==> config.mk <==
export PLATFORM = sky130hd
export DESIGN_NAME = dma_modaddr_gen
export DESIGN_NICKNAME = d
export VERILOG_FILES = /design/src/rtl/dma_mag_pkg.sv /design/src/rtl/dma_mag_size_chk.sv /design/src/rtl/dma_mag_side.sv /design/src/rtl/dma_modaddr_gen.sv
export SDC_FILE = /design/constraint.sdc
export NUM_CORES = 1
export LEC_CHECK = 0
export ABC_AREA = 1
export ABC_CLOCK_PERIOD_IN_PS = 3900
export BUFFER_PORTS_ARGS = -buffer_cell sky130_fd_sc_hd__buf_2
export CAP_MARGIN = 10
export CORE_MARGIN = 2
export CORE_UTILIZATION = 41
export CTS_BUF_LIST = sky130_fd_sc_hd__clkbuf_16
export DETAILED_ROUTE_END_ITERATION = 8
export MAX_ROUTING_LAYER = met4
export SYNTH_ARGS = -nofsm -noshare
export SYNTH_HDL_FRONTEND = slang
export SYNTH_SLANG_ARGS = --single-unit
==> constraint.sdc <==
create_clock -name clk -period 3.9 [get_ports clk]
set_input_delay 0.585 -clock clk [delete_from_list [all_inputs] [get_ports clk]]
set_output_delay 0.585 -clock clk [all_outputs]
set_load 0.01 [all_outputs]
==> src/rtl/dma_mag_pkg.sv <==
package dma_mag_pkg;

   localparam int SIZE_W = 3;

   // Legal transfer-size encodings; unlisted codes are reserved
   typedef enum logic [SIZE_W-1:0] {
      XSZ_BYTE   = 3'd0,
      XSZ_HALF   = 3'd1,
      XSZ_WORD   = 3'd2,
      XSZ_DWORD  = 3'd3,
      XSZ_LINE32 = 3'd5
   } xfer_size_e;

   // Ways to form the combined step + minor-loop next address
   localparam int SUM_CHAINED = 0;
   localparam int SUM_MERGED  = 1;

endpackage

==> src/rtl/dma_mag_size_chk.sv <==
module dma_mag_size_chk
   import dma_mag_pkg::*;
(
   input  logic [SIZE_W-1:0] code,
   output logic              illegal
);

   always_comb begin
      case (code)
         XSZ_BYTE, XSZ_HALF, XSZ_WORD, XSZ_DWORD, XSZ_LINE32: illegal = 1'b0;
         default:                                             illegal = 1'b1;
      endcase
   end

endmodule

==> src/rtl/dma_mag_side.sv <==
module dma_mag_side
   import dma_mag_pkg::*;
#(
   parameter int ADDR_W    = 32,
   parameter int OFF_W     = 16,
   parameter int MLO_W     = 20,
   parameter int MOD_W     = 5,
   parameter int SUM_STYLE = SUM_CHAINED
)(
   input  logic              clk,
   input  logic              rst_n,
   input  logic              load,
   input  logic [ADDR_W-1:0] ld_addr,
   input  logic [OFF_W-1:0]  ld_off,
   input  logic [MOD_W-1:0]  ld_mod,
   input  logic [SIZE_W-1:0] ld_size,
   input  logic              ld_mlo_en,
   input  logic [MLO_W-1:0]  ld_mlo_off,
   input  logic              step,
   input  logic              minor_done,
   input  logic              hold,
   output logic [ADDR_W-1:0] addr,
   output logic              size_illegal
);

   localparam int OFF_EXT = ADDR_W - OFF_W;
   localparam int MLO_EXT = ADDR_W - MLO_W;

   if (OFF_W >= ADDR_W) begin : g_bad_off
      $error("dma_mag_side: OFF_W must be below ADDR_W");
   end
   if (MLO_W >= ADDR_W) begin : g_bad_mlo
      $error("dma_mag_side: MLO_W must be below ADDR_W");
   end
   if ((2 ** MOD_W) > 2 * ADDR_W) begin : g_bad_mod
      $error("dma_mag_side: MOD_W is wider than the address needs");
   end
   if (SUM_STYLE != SUM_CHAINED && SUM_STYLE != SUM_MERGED) begin : g_bad_style
      $error("dma_mag_side: unknown SUM_STYLE");
   end

   logic [ADDR_W-1:0] addr_q;
   logic [OFF_W-1:0]  off_q;
   logic [MOD_W-1:0]  mod_q;
   logic [MLO_W-1:0]  mlo_q;
   logic              mlo_en_q;

   logic [ADDR_W-1:0] win_mask;
   logic [ADDR_W-1:0] step_term;
   logic [ADDR_W-1:0] mlo_term;
   logic [ADDR_W-1:0] next_addr;
   logic              apply_mlo;
   logic              advance;

   dma_mag_size_chk u_size (
      .code    (ld_size),
      .illegal (size_illegal)
   );

   // Window mask: bit b may change when the window is off or b < mod_q
   for (genvar b = 0; b < ADDR_W; b++) begin : g_mask
      assign win_mask[b] = (mod_q == '0) || (32'(mod_q) > 32'(b));
   end

   assign apply_mlo = minor_done && mlo_en_q;
   assign step_term = step ? {{OFF_EXT{off_q[OFF_W-1]}}, off_q} : '0;
   assign mlo_term  = apply_mlo ? {{MLO_EXT{mlo_q[MLO_W-1]}}, mlo_q} : '0;
   assign advance   = !hold && (step || apply_mlo);

   if (SUM_STYLE == SUM_CHAINED) begin : g_chained
      logic [ADDR_W-1:0] sum1, mid, sum2;
      always_comb begin
         sum1      = addr_q + step_term;
         mid       = (addr_q & ~win_mask) | (sum1 & win_mask);
         sum2      = mid + mlo_term;
         next_addr = (mid & ~win_mask) | (sum2 & win_mask);
      end
   end else begin : g_merged
      logic [ADDR_W-1:0] sum3;
      always_comb begin
         sum3      = addr_q + step_term + mlo_term;
         next_addr = (addr_q & ~win_mask) | (sum3 & win_mask);
      end
   end

   always_ff @(posedge clk) begin
      if (!rst_n) begin
         addr_q   <= '0;
         off_q    <= '0;
         mod_q    <= '0;
         mlo_q    <= '0;
         mlo_en_q <= 1'b0;
      end else if (load) begin
         addr_q   <= ld_addr;
         off_q    <= ld_off;
         mod_q    <= ld_mod;
         mlo_q    <= ld_mlo_off;
         mlo_en_q <= ld_mlo_en;
      end else if (advance) begin
         addr_q   <= next_addr;
      end
   end

   assign addr = addr_q;

   AST_LOAD_CAPTURE: assert property (@(posedge clk) disable iff (!rst_n)
      load |=> addr_q == $past(ld_addr));
   AST_UPPER_FROZEN: assert property (@(posedge clk) disable iff (!rst_n)
      !load |=> ((addr_q ^ $past(addr_q)) & ~$past(win_mask)) == '0);
   AST_HOLD_BLOCKS: assert property (@(posedge clk) disable iff (!rst_n)
      (hold && !load) |=> $stable(addr_q));
   AST_IDLE_STABLE: assert property (@(posedge clk) disable iff (!rst_n)
      (!load && !step && !minor_done) |=> $stable(addr_q));
   AST_MLO_GATED: assert property (@(posedge clk) disable iff (!rst_n)
      (!load && !step && !mlo_en_q) |=> $stable(addr_q));

endmodule

==> src/rtl/dma_modaddr_gen.sv <==
module dma_modaddr_gen
   import dma_mag_pkg::*;
#(
   parameter int ADDR_W    = 32,
   parameter int OFF_W     = 16,
   parameter int MLO_W     = 20,
   parameter int MOD_W     = 5,
   parameter int SUM_STYLE = SUM_CHAINED
)(
   input  logic              clk,
   input  logic              rst_n,
   input  logic              load,
   input  logic [ADDR_W-1:0] ld_src_addr,
   input  logic [OFF_W-1:0]  ld_src_off,
   input  logic [MOD_W-1:0]  ld_src_mod,
   input  logic [2:0]        ld_src_size,
   input  logic              ld_src_mlo_en,
   input  logic [ADDR_W-1:0] ld_dst_addr,
   input  logic [OFF_W-1:0]  ld_dst_off,
   input  logic [MOD_W-1:0]  ld_dst_mod,
   input  logic [2:0]        ld_dst_size,
   input  logic              ld_dst_mlo_en,
   input  logic [MLO_W-1:0]  ld_mlo_off,
   input  logic              src_step,
   input  logic              dst_step,
   input  logic              minor_done,
   output logic [ADDR_W-1:0] src_addr,
   output logic [ADDR_W-1:0] dst_addr,
   output logic              cfg_err
);

   if (SIZE_W != 3) begin : g_bad_size
      $error("dma_modaddr_gen: size code must be 3 bits");
   end

   logic src_ill, dst_ill;
   logic err_q;

   dma_mag_side #(
      .ADDR_W(ADDR_W), .OFF_W(OFF_W), .MLO_W(MLO_W), .MOD_W(MOD_W), .SUM_STYLE(SUM_STYLE)
   ) u_src (
      .clk          (clk),
      .rst_n        (rst_n),
      .load         (load),
      .ld_addr      (ld_src_addr),
      .ld_off       (ld_src_off),
      .ld_mod       (ld_src_mod),
      .ld_size      (ld_src_size),
      .ld_mlo_en    (ld_src_mlo_en),
      .ld_mlo_off   (ld_mlo_off),
      .step         (src_step),
      .minor_done   (minor_done),
      .hold         (err_q),
      .addr         (src_addr),
      .size_illegal (src_ill)
   );

   dma_mag_side #(
      .ADDR_W(ADDR_W), .OFF_W(OFF_W), .MLO_W(MLO_W), .MOD_W(MOD_W), .SUM_STYLE(SUM_STYLE)
   ) u_dst (
      .clk          (clk),
      .rst_n        (rst_n),
      .load         (load),
      .ld_addr      (ld_dst_addr),
      .ld_off       (ld_dst_off),
      .ld_mod       (ld_dst_mod),
      .ld_size      (ld_dst_size),
      .ld_mlo_en    (ld_dst_mlo_en),
      .ld_mlo_off   (ld_mlo_off),
      .step         (dst_step),
      .minor_done   (minor_done),
      .hold         (err_q),
      .addr         (dst_addr),
      .size_illegal (dst_ill)
   );

   // Error is formed only from the codes presented with a load
   always_ff @(posedge clk) begin
      if (!rst_n)    err_q <= 1'b0;
      else if (load) err_q <= src_ill | dst_ill;
   end

   assign cfg_err = err_q;

   AST_ERR_ON_LOAD: assert property (@(posedge clk) disable iff (!rst_n)
      load |=> cfg_err == $past(src_ill | dst_ill));
   AST_ERR_STICKY: assert property (@(posedge clk) disable iff (!rst_n)
      !load |=> $stable(cfg_err));
   AST_ERR_FREEZES: assert property (@(posedge clk) disable iff (!rst_n)
      (cfg_err && !load) |=> ($stable(src_addr) && $stable(dst_addr)));

endmodule

==> results of run 1 <==
-- critical path: stages, from the launching register on --
cell	delay, ns
dfxtp_2	0.33
nand2_2	0.06
inv_2	0.04
ha_4	0.15
fa_2	0.38
nand3_2	0.08
nand2_2	0.07
a21oi_4	0.20
buf_6	0.13
o21bai_4	0.08
nand2_2	0.11
nand2_2	0.06
a21oi_2	0.14
xor2_1	0.22
a21oi_1	0.12
ha_1	0.35
buf_6	0.15
a21oi_4	0.20
o21ai_4	0.10
a221oi_2	0.33
buf_4	0.19
nand2_2	0.05
nand2_2	0.07
nand3_2	0.07
a21oi_2	0.18
nor2_1	0.05
-- layout make-up --
type	instances	share of cell area
diodes	3	0.000334
clock buffers	17	0.0189
clock inverters	14	0.00589
inverters	322	0.0539
multi-input cells	1942	0.549
flip-flops and latches	129	0.115
well taps	455	0.0253
repair buffers	746	0.232
-- through the flow --
stage,setup slack [ns],TNS [ns]
global route,-0.325,-4.61
floorplan,-0.0581,-0.108
finish,-0.149,-0.508
CTS,-0.0364,-0.0979
detailed placement,-1.02,-27.06
global placement,-0.964,-25.30
-- sequential cells by signal, summed over array words and instances (netlist names) --
signal / count
cfg_err: 1
u_dst.addr: 32
u_dst.mlo_en_q: 1
u_dst.mlo_q: 20
u_dst.mod_q: 5
u_dst.off_q: 16
u_src.addr: 32
u_src.mlo_en_q: 1
u_src.mod_q: 5
u_src.off_q: 16
-- layer usage --
| metal | GRT usage | vias to the layer above |
|---|---|---|
| li1 | - | 9527 |
| met1 | 0.402 | 8754 |
| met2 | 0.588 | 621 |
| met3 | 0.0374 | 133 |
| met4 | 0.111 | 0 |
| met5 | - | - |
-- where the power goes --
| group | leakage (nW) | total (mW) | switching (mW) | internal, mW |
|---|---|---|---|---|
| logic | 10.1 | 2.92 | 1.63 | 1.29 |
| clock network | 0.266 | 1.64 | 0.757 | 0.883 |
| registers | 1.07 | 1.53 | 0.101 | 1.43 |
| total | 11.4 | 6.09 | 2.49 | 3.60 |
-- cells in the mapped netlist (2+ instances only) --
library cell and count:
a21o_1 13, buf_6 4, ha_1 100, clkinv_1 2, xor2_1 41, nor4_1 7
a41oi_1 8, o21ai_0 218, a221oi_1 6, nor2_1 331, or2_2 27, dfxtp_1 129
a21oi_1 236, fa_1 4, a31o_2 5, nor2_2 10, nand4_1 22, clkbuf_1 53
inv_2 4, o21ai_1 7, xnor2_1 19, nand3b_1 13, o21bai_1 9, a21boi_0 5
nand2_2 3, nor3_1 27, nand3_1 154, buf_2 7, o211ai_1 29, buf_1 2
a311oi_1 2, buf_4 2, nand2_1 595, o21a_1 3, inv_1 315, a31oi_1 28
-- worst max-delay path by stage --
stage	endpoint	slack, ns	cells after the start
floorplan	u_src.addr[31]	-0.06	28
global placement	u_src.addr[27]	-0.96	25
detailed placement	u_src.addr[27]	-1.02	25
CTS	u_src.addr[31]	-0.04	29
global route	u_src.addr[25]	-0.32	25
finish	u_src.addr[25]	-0.15	25
-- logic make-up after synthesis --
group | share of synthesized area
adders and majority gates | 0.0940
and+or+nand+nor | 0.352
AOI/OAI and AO/OA | 0.227
xor gates and xnor gates | 0.0382
DFF | 0.182
buffers and inverters | 0.107
-- timing repair --
item                                    4_1_cts  5_1_grt
endpoints found under the setup margin       32       41
endpoints found under the hold margin         0        0
setup buffers                                 9       41
pin swaps                                    54      174
gates resized for setup                     111      385
==> results.cfg, run 1 <==
[status]
status = finished with violations
violations = setup timing

[floorplan]
floorplan.die_area_sq_um = 36100
pin_count = 205
die_h_um = 190
rows = 68
core_sq_um = 34300
fp.dieW_um = 190
start_util = 0.413

[routing]
drt-met1-wl_mm = 26.2
dr.pass1.iters = 7
routedWlPerCell_um = 17.1
met2_length_mm = 30.6
wirelength_mm = 62.0
initialDrtViolationCount = 1169
antenna_left = 0
remaining_drc_errors = 0
vias = 19035
dr.max_layer_used = met4
met3_length_mm = 3.18
viasPerCell = 5.25

[worst_setup_path]
timing.rr.end = u_src.addr[25]
cp_max_fo = 3
cp.required_ns = 4.24
crit_arrival_ns = 4.39
critPathKind = reg -> reg
start_kind = register
r2r-start = u_src.off_q[0]
r2r_slack_ns = -0.15
worstRegToRegCells = 25
crit_start = u_src.off_q[0]
endpoint_kind = register

[sta]
slew_viol_final = 0
relSlewSlack = 0.440
worstMarginPinSlew_ns = 0.831
hold_ws_ns = 0.350
setup_viol = 8
min_period_ns = 4.05
finalHoldViolCount = 0
rsz0062_at_grt = true
fmax_ghz = 0.247
post-route-period-util = 1.04
finClkSkew_ns = 0.0121
worst_slack_ns = -0.149

[cts]
cts-buffers-inserted = 17
clock_sinks = 129
cts_max_path_buffers = 2
holdBufCountCts = 0
insertion_delay_ns = 0.46
cts_tree = built
path_clk_slew_ns = 0.07
ctsHtreeMaxLevel = 4
cts-root-buf = clkbuf_16

[global_route]
grt_use_total = 0.336
antenna_found_initial = 3
grt_pass1_wl_mm = 92.9
grt_pass1_vias = 18234
grt_overflow = 0
grt_start_max_net_pins = 71

[pwr]
power_density_nw_per_um2 = 271
power_leakage_nw = 11.4
power_mw = 6.09
vdd_drop_max_v = 0.000357

[cells_and_area]
fillers = 3176
layout_commonest_cell = buf_4
finish.net_count = 3402
final-seq-area_sq_um = 2590
finalNonFillerCells = 3628
multi_input_area_sq_um = 12300
synthToLayoutAreaGrowth_pct = 58.8
final_cell_area_sq_um = 22500
post-route-util = 0.656
drive_gt1_frac = 0.389
final_cell_mix = buf_4 (524), nand2_1 (510), inv_1 (289), nor2_1 (286), buf_2 (202)

[worst_hold_path]
hp-class = in -> reg
min_to = u_dst.off_q[13]
holdCritStartpoint = ld_dst_off[13]
hold_depth = 3

[logic_synthesis]
synth_area_leaders = dfxtp_1 (18%), nand2_1 (16%), ha_1 (8.8%)
ys_types = 57
syn_nets = 2705
synth_warnings = 0
synth_edf_count = 0
synthFlopType = dfxtp_1
synth_seq_area_share = 0.182
yosysTopAreaCell = dfxtp_1
async_reset_ff_frac = 0
synth_cells = 2461
yosysTopAreaCellShare = 0.182
synth-seq-cells = 129
syn-mean-instance-area_sq_um = 5.76
syn_area_sq_um = 14200

[placement]
placed_area_sq_um = 19600
place_inst = 3547
place.detailed.hpwl_mm = 48.1
globalplace.congestion = 1.05
port_buffers = 204

[job]
max-cap-violations = 0
Power figures use the tool's default switching activity.
==> run 2, diff against run 1 <==
--- a/config.mk
+++ b/config.mk
@@ -7,9 +7,9 @@
 export LEC_CHECK = 0
 export ABC_AREA = 1
 export ABC_CLOCK_PERIOD_IN_PS = 3900
-export BUFFER_PORTS_ARGS = -buffer_cell sky130_fd_sc_hd__buf_2
+export BUFFER_PORTS_ARGS = -buffer_cell sky130_fd_sc_hd__buf_4
 export CAP_MARGIN = 10
-export CORE_MARGIN = 2
+export CORE_MARGIN = 4
 export CORE_UTILIZATION = 41
 export CTS_BUF_LIST = sky130_fd_sc_hd__clkbuf_16
 export DETAILED_ROUTE_END_ITERATION = 8
==> results.cfg, run 2 (synthesis results as in run 1) <==
[worst_setup_path]
crit_arrival_ns = 4.23
cp.depth = 32
endpoint_kind = register
cp_top_family = simple AND/OR/NAND/NOR gates
timing.rr.end = u_dst.addr[31]
critPathKind = reg -> reg
endpoint = u_dst.addr[31]
crit_start = u_dst.off_q[0]
cp_common_cell = nand2_1
r2r_slack_ns = -0.03
start_kind = register
crit_slowest_cell = fa_2
max_stage_delay_ns = 0.37
cp.required_ns = 4.20
cp_max_fo = 3
r2r-start = u_dst.off_q[0]
path_buf_inv = 6
worstRegToRegCells = 32

[cells_and_area]
drive_gt1_frac = 0.386
diodes = 0
finish.net_count = 3385
post-route-util = 0.680
fillers = 3018
final_cell_mix = buf_4 (693), nand2_1 (512), nor2_1 (286), inv_1 (282), a21oi_1 (168)
layout_commonest_cell = buf_4
synthToLayoutAreaGrowth_pct = 62.0

[sta]
finalHoldViolCount = 0
post-route-period-util = 1.01
fmax_ghz = 0.254
hold_ws_ns = 0.344
min_period_ns = 3.93
relSlewSlack = 0.281
slew_viol_final = 0
worst_slack_ns = -0.0345
finClkSkew_ns = 0.00819
rsz0062_at_grt = true
setup_viol = 5
final.setup.tns_ns = -0.122
worstMarginPinSlew_ns = 1.08

[global_route]
grt_pass1_vias = 18506
grt_pass1_wl_mm = 94.7
grt_use_total = 0.318
grt_overflow = 0
antenna_found_initial = 0
grt_start_max_net_pins = 71

[placement]
port_buffers = 204
place.detailed.hpwl_mm = 49.0
globalplace.congestion = 1.02
pre_cts_slack_ns = -1.01

[routing]
antenna_left = 0
initialDrtViolationCount = 1150
routedWlPerCell_um = 17.5
vias = 19015
remaining_drc_errors = 0
dr.pass1.iters = 6
wirelength_mm = 63.0
viasPerCell = 5.28

[pwr]
vdd_drop_max_v = 0.000374
power_density_nw_per_um2 = 267
p_sw_frac = 0.397
power_frac_clock = 0.266
internal-power_mw = 3.70
seq_power_share = 0.249
switchingPower_mw = 2.44
power_frac_comb = 0.485
power_leakage_nw = 11.5

[cts]
cts_tree = built
insertion_delay_ns = 0.46
cts-root-buf = clkbuf_16
cts-buffers-inserted = 17
holdBufCountCts = 0
cts_max_path_buffers = 2
path_clk_slew_ns = 0.06
clock_sinks = 129
ctsHtreeMaxLevel = 4

[floorplan]
pin_count = 205
core_sq_um = 33800
rows = 67
floorplan.die_area_sq_um = 37600
die_h_um = 194
start_util = 0.419
fp.dieW_um = 194

[status]
violations = setup timing
status = finished with violations

[worst_hold_path]
hold_depth = 3
hp-class = in -> reg

[job]
max-cap-violations = 0
-- run 2: how the worst min path moves through the flow --
stage | startpoint | end | slack [ns]
after floorplan | u_dst.mlo_q[17] | u_dst.mlo_q[17] | 0.45
final | ld_src_off[0] | u_src.off_q[0] | 0.34
after global routing | ld_dst_off[8] | u_dst.off_q[8] | 0.34
after global placement | u_dst.mlo_q[17] | u_dst.mlo_q[17] | 0.47
after detailed placement | u_dst.mlo_q[17] | u_dst.mlo_q[17] | 0.47
after CTS | ld_src_off[0] | u_src.off_q[0] | 0.34
-- run 2: tightest hold or removal path: cells and delay by family --
kind / cells / cell delay (ns)
buffers and inverters: 1 / 0.08
and+or+nand+nor: 2 / 0.11
-- run 2: per-stage QoR --
stage | total power [mW] | std cells | cell area, sq um
3_5_place_dp | 4.08 | 3523 | 19900
4_1_cts | 5.77 | 3562 | 20900
2_1_floorplan | 2.85 | 2461 | 14500
5_1_grt | 6.48 | 3601 | 23000
6_report | 6.14 | 3601 | 23000
3_3_place_gp | 4.05 | 3523 | 19900
-- run 2: layer usage --
layer	global-route usage	share of wire	vias to the layer above
met3	0.0422	0.053	127
li1	-	-	9490
met1	0.378	0.42	8781
met5	-	0	-
met4	0.104	0.039	0
met2	0.557	0.49	617
-- run 2: layout make-up --
cell class | count | area (sq um) | share of cell area
clock buffers | 17 | 425 | 0.0185
inverters | 322 | 1220 | 0.0531
multi-input cells | 1942 | 12400 | 0.539
repair buffers | 729 | 5650 | 0.246
flip-flops and latches | 129 | 2590 | 0.113
well taps | 448 | 561 | 0.0244
clock inverters | 14 | 143 | 0.00621
-- run 2: power groups by stage --
stage / Sequential, mW / Clock (mW) / Combinational [mW]
6_report: 1.53 / 1.63 / 2.98
5_1_grt: 1.54 / 1.71 / 3.23
4_1_cts: 1.52 / 1.65 / 2.60
3_5_place_dp: 1.55 / 0 / 2.53
3_3_place_gp: 1.54 / 0 / 2.51
2_1_floorplan: 1.56 / 0 / 1.29
-- run 2: what timing repair did --
action	4_1_cts	5_1_grt
cloned	0	0
setup buffers	8	43
pin swaps	42	200
gates resized for setup	93	439
endpoints found under the setup margin	23	45
